--- config.mk ---
export PLATFORM = sky130hd
export DESIGN_NAME = dp_datapath
export DESIGN_NICKNAME = d
export VERILOG_FILES = /design/src/rtl/dp_pkg.sv /design/src/rtl/dp_regbank.sv /design/src/rtl/dp_alu.sv /design/src/rtl/dp_datapath.sv
export SDC_FILE = /design/constraint.sdc
export NUM_CORES = 1
export LEC_CHECK = 0
export BUFFER_PORTS_ARGS = -buffer_cell sky130_fd_sc_hd__buf_4
export CAP_MARGIN = 40
export CORE_ASPECT_RATIO = 1.1
export CORE_MARGIN = 1
export CORE_UTILIZATION = 55
export CTS_CLUSTER_SIZE = 30
export DETAILED_ROUTE_END_ITERATION = 16
export HOLD_SLACK_MARGIN = 0.05
export PLACE_DENSITY = 0.72
export SETUP_SLACK_MARGIN = 0.15
export SYNTH_ARGS = -nofsm -noshare
export SYNTH_HDL_FRONTEND = slang
export SYNTH_SLANG_ARGS = --single-unit
--- constraint.sdc ---
create_clock -name clk -period 11.7 [get_ports clk]
set_input_delay 2.34 -clock clk [delete_from_list [all_inputs] [get_ports clk]]
set_output_delay 2.34 -clock clk [all_outputs]
set_load 0.02 [all_outputs]
--- src/rtl/dp_pkg.sv ---
package dp_pkg;
  typedef enum logic [2:0] {
    OP_ADD  = 3'd0,
    OP_SUB  = 3'd1,
    OP_INC  = 3'd2,
    OP_SHL  = 3'd3,
    OP_AND  = 3'd4,
    OP_OR   = 3'd5,
    OP_XOR  = 3'd6,
    OP_PASS = 3'd7
  } alu_op_e;
endpackage

--- src/rtl/dp_regbank.sv ---
module dp_regbank #(
  parameter int DW   = 16,
  parameter int NREG = 32,
  parameter int RAW  = $clog2(NREG)
) (
  input  logic           clk,
  input  logic           rst,
  input  logic           we,
  input  logic [RAW-1:0] waddr,
  input  logic [DW-1:0]  wdata,
  input  logic [RAW-1:0] raddr_a,
  input  logic [RAW-1:0] raddr_b,
  output logic [DW-1:0]  rdata_a,
  output logic [DW-1:0]  rdata_b
);
  // Entry 0 has no storage: it is hard-wired to zero
  logic [DW-1:0] regs_q [1:NREG-1];

  always_ff @(posedge clk) begin
    if (rst) begin
      for (int i = 1; i < NREG; i++) regs_q[i] <= '0;
    end else if (we && (waddr != '0)) begin
      regs_q[waddr] <= wdata;
    end
  end

  // Two independent combinational read ports
  assign rdata_a = (raddr_a == '0) ? '0 : regs_q[raddr_a];
  assign rdata_b = (raddr_b == '0) ? '0 : regs_q[raddr_b];
endmodule

--- src/rtl/dp_alu.sv ---
module dp_alu
  import dp_pkg::*;
#(
  parameter int DW  = 16,
  parameter int SHW = (DW > 1) ? $clog2(DW) : 1
) (
  input  logic [2:0]    op,
  input  logic [DW-1:0] a,
  input  logic [DW-1:0] b,
  output logic [DW-1:0] y,
  output logic          zf,
  output logic          nf,
  output logic          cf
);
  localparam logic [DW:0] ONE = (DW+1)'(1);

  logic [DW:0] ext;
  alu_op_e     opc;

  assign opc = alu_op_e'(op);

  always_comb begin
    unique case (opc)
      OP_ADD:  ext = {1'b0, a} + {1'b0, b};
      OP_SUB:  ext = {1'b0, a} + {1'b0, ~b} + ONE;
      OP_INC:  ext = {1'b0, a} + ONE;
      OP_SHL:  ext = {1'b0, a} << b[SHW-1:0];
      OP_AND:  ext = {1'b0, a & b};
      OP_OR:   ext = {1'b0, a | b};
      OP_XOR:  ext = {1'b0, a ^ b};
      default: ext = {1'b0, b};
    endcase
  end

  assign y  = ext[DW-1:0];
  assign cf = ext[DW];
  assign zf = (y == '0);
  assign nf = y[DW-1];
endmodule

--- src/rtl/dp_datapath.sv ---
module dp_datapath #(
  parameter int DW   = 16,
  parameter int NREG = 32,
  parameter int RAW  = $clog2(NREG)
) (
  input  logic           clk,
  input  logic           rst,
  input  logic [2:0]     alu_op,
  input  logic           b_sel,
  input  logic           wb_sel,
  input  logic           addr_sel,
  input  logic           wr_en,
  input  logic [RAW-1:0] rd_addr,
  input  logic [RAW-1:0] ra_addr,
  input  logic [RAW-1:0] rb_addr,
  input  logic [DW-1:0]  imm,
  input  logic [DW-1:0]  mem_rdata,
  output logic [DW-1:0]  mem_addr,
  output logic [DW-1:0]  mem_wdata,
  output logic           flag_z,
  output logic           flag_n,
  output logic           flag_c
);
  logic [DW-1:0] port_a, port_b, opnd_b, alu_y, wb_data;

  dp_regbank #(.DW(DW), .NREG(NREG), .RAW(RAW)) u_bank (
    .clk     (clk),
    .rst     (rst),
    .we      (wr_en),
    .waddr   (rd_addr),
    .wdata   (wb_data),
    .raddr_a (ra_addr),
    .raddr_b (rb_addr),
    .rdata_a (port_a),
    .rdata_b (port_b)
  );

  // Second operand: register or immediate
  assign opnd_b = b_sel ? imm : port_b;

  dp_alu #(.DW(DW)) u_alu (
    .op (alu_op),
    .a  (port_a),
    .b  (opnd_b),
    .y  (alu_y),
    .zf (flag_z),
    .nf (flag_n),
    .cf (flag_c)
  );

  // Write-back: ALU result or memory word
  assign wb_data = wb_sel ? mem_rdata : alu_y;

  // Memory side: register-indirect or absolute address
  assign mem_addr  = addr_sel ? imm : port_a;
  assign mem_wdata = port_b;
endmodule

==> impl_results.md <==
* Pwr dens at 142 nW/µm²
* DRC Markers at 0
* Maximum clock rate at 87.8 MHz
* Die area at 58500 µm²
* First-pass GRT wire length at 166000 µm
* Sequential share of power at 43.1%
* Residual overflow from global routing at 0
* Slew headroom at 35.2%
* Critical Path Source Type: primary input
* Clock Root Buffer: clkbuf_16
* Clk pwr share at 31.2%
* Number of distinct library cells after synthesis at 96
* H-Tree Depth at 2
* Postcts setup bufs at 0
* Final Cell Area at 35000 µm²
* Die width at 231 µm
* Largest cells by area after synthesis: edfxtp_1, mux4_2, nor2_1
* HPWL after DPL at 81000 µm
* Skew-Pair Late Insertion Delay at 0.58 ns
* Clock Skews at 0.0144 ns
* Fin. Hold Viols at 0
* Main synth FF type: edfxtp_1
* Syn Area/Cell at 12.3 µm²
* WL/cell at 34.4 µm
* I/O pins at 91
* CTS resizes at 0
* Largest net degree at the start of global routing at 65
* Status: complete, no violations
* Clock buffer depth at 3
* Worst R2R Path Depth at 20
* Sequential area share after synthesis at 48.5%
* # diodes at 0
* Hold-fix buffers at CTS at 0
* Crit Path Class: in -> out
* Placed Area at 33500 µm²
* RD Place Congestion at 1.05
* Combinational share of power at 25.7%
* Worst endpoint required time at 9.36 ns
* Int Pwr at 3.39 mW
* Post-route ant nets at 0
* Max FO, Critical Path at 50
* CTS tree: built
* P_leak at 13.3 nW
* Hold Path Class: reg -> reg
* Total routed wirelength at 118000 µm
* Yosys top cell area share at 48.5%
* DR vias at 24400
* Synthesized cell area at 31700 µm²
* Vias/cell at 7.14
* Synth warn at 0
* Pre-Repair DR Iteration Count at 6
* Reg clk slew, reported paths at 0.07 ns
* Share of cells above drive strength 1 at 24.7%
* Cell taking the most area after synthesis: edfxtp_1
* Critical path data arrival time at 9.05 ns
* Post-Syn Instances at 2577
* Layout overhead on the synthesized area at 10.5%
* FILL cells at 4346
* PortBufs at 90
* Switching power at 1.57 mW
* Post-synth EDFFs at 512
* Sink Count at 512
* Most flops, register: u_bank.regs_q
* Finish-stage setup viols at 0
* Initial antenna violation count at 2
* Max Slew Vio Count at 0
* Core Util, Final at 62.0%
* Top Registers: u_bank.regs_q: 512 flops
* Vert. Die Dim at 254 µm
* Hold WS at 2.05 ns
* Max_cap viols at 0
* Worst VDD drop at 0.115 mV
* Least-Margin Pin Slew at 0.972 ns
* RSZ-0062 raised after global routing: no
* Post-synthesis async set-or-reset flop share at 0%
* Hold path depth at 7
* Max reg flops at 512
* Post-layout minimum cycle time at 11.39 ns
* CP Capture Type: output pin
* Final period util at 97.4%
* Switching Share at 31.6%
* GRT Total Usage at 40.3%
* Setup TNS at 0 ns
* Row Count at 91
* #FFs+latches synth at 512
* Vias in the first global route at 24100
* DRT iter0 DRCs at 3702
* CTS buffer count at 48
* Layout Nets at 2760
* Core ar. at 56500 µm²
* Starting Density at 56.1%
[power by group through the flow]
stage	clock network (mW)	logic (mW)	registers (mW)
floorplan	0	0.786	2.15
global placement	0	1.20	2.16
detailed placement	0	1.23	2.17
CTS	1.54	1.24	2.13
global route	1.60	1.32	2.14
finish	1.55	1.27	2.13
[critical path: stages]
cell and delay [ns]:
buf_4 0.67, buf_4 0.38, mux4_2 0.34, mux4_2 0.59
mux2i_1 0.38, nor2_1 0.13, mux2i_1 0.32, ha_1 0.41
a21oi_1 0.22, o21ai_0 0.21, a21oi_1 0.21, o21bai_1 0.08
a21o_1 0.18, a21oi_1 0.22, o22ai_1 0.12, a21oi_1 0.43
mux2i_1 0.29, o2111ai_1 0.16, o32a_4 0.36, nor4_1 0.50
and4b_1 0.30, buf_4 0.15
[stage by stage]
stage | instances | worst slack [ns] | power [mW]
final | 3417 | 0.308 | 4.95
after global routing | 3417 | 0.258 | 5.06
after CTS | 3417 | 0.579 | 4.91
after detailed placement | 3335 | 0.617 | 3.40
after global placement | 3312 | 0.710 | 3.36
after floorplan | 2592 | 1.29 | 2.94
[synth_stat cells, types with 12 or more instances]
cell / count
edfxtp_1: 512
a31oi_1: 15
nand2_1: 146
nand2b_1: 39
o211ai_1: 14
o21ai_0: 44
mux2i_1: 163
nor3_1: 23
nand4_1: 15
buf_6: 19
buf_4: 19
mux4_2: 241
a21oi_1: 74
nor2b_1: 17
inv_1: 55
nor2_2: 58
nor2_1: 537
nor4_1: 12
a22oi_1: 46
mux2_2: 18
clkbuf_1: 122
nand3_1: 50
ha_1: 63
buf_2: 47
[placed cells by master (no fill, tap or decap), types with 50 or more instances in the layout]
cell / n
inv_1: 55
nand3_1: 50
nor2_2: 59
mux2i_1: 156
nor2_1: 536
buf_4: 201
ha_1: 63
nand2_1: 146
a21oi_1: 72
mux4_2: 241
edfxtp_1: 512
[area by class of cell]
class	instances	area [µm²]	area share (%)
timing repair buffer	227	1990	5.68
clock buffer	57	1260	3.59
clock inverter	25	235	0.672
tap	744	931	2.66
sequential	512	15400	43.9
multi-input combinational	1788	15000	42.8
inverter	64	240	0.687
[kinds of logic after synthesis]
family | after synthesis | share of synthesized area [%]
buf+inv | 292 | 4.74
fa+ha+maj | 64 | 2.52
mux | 429 | 23.4
other cells | 1 | 0.0118
compound gates | 312 | 6.92
simple gates | 952 | 13.4
flops | 512 | 48.5
xor+xnor | 15 | 0.415
[path summary, 6_finish.rpt]
path                                            from                                  to  slack [ns]
hold reg to reg        u_bank.regs_q[0][0]$_DFFE_PP_       u_bank.regs_q[0][0]$_DFFE_PP_        2.05
hold / removal         u_bank.regs_q[0][0]$_DFFE_PP_       u_bank.regs_q[0][0]$_DFFE_PP_        2.05
setup / recovery                          rb_addr[1]                              flag_z        0.31
setup reg to reg  u_bank.regs_q[19][5]$_SDFFCE_PN0P_  u_bank.regs_q[1][15]$_SDFFCE_PN0P_        5.31
[layer usage]
layer  routed length, µm  vias to the layer above  part of all wire [%]  track usage, %
met2               55900                     2101                    48            65.4
li1                    -                     9805                     -               -
met5                  13                        -                 0.011               0
met1               36900                    12000                    31            46.5
met3               14700                      517                    12            10.1
met4               10000                        2                   8.5            29.8
No activity file was read; power rests on OpenSTA's default activity.
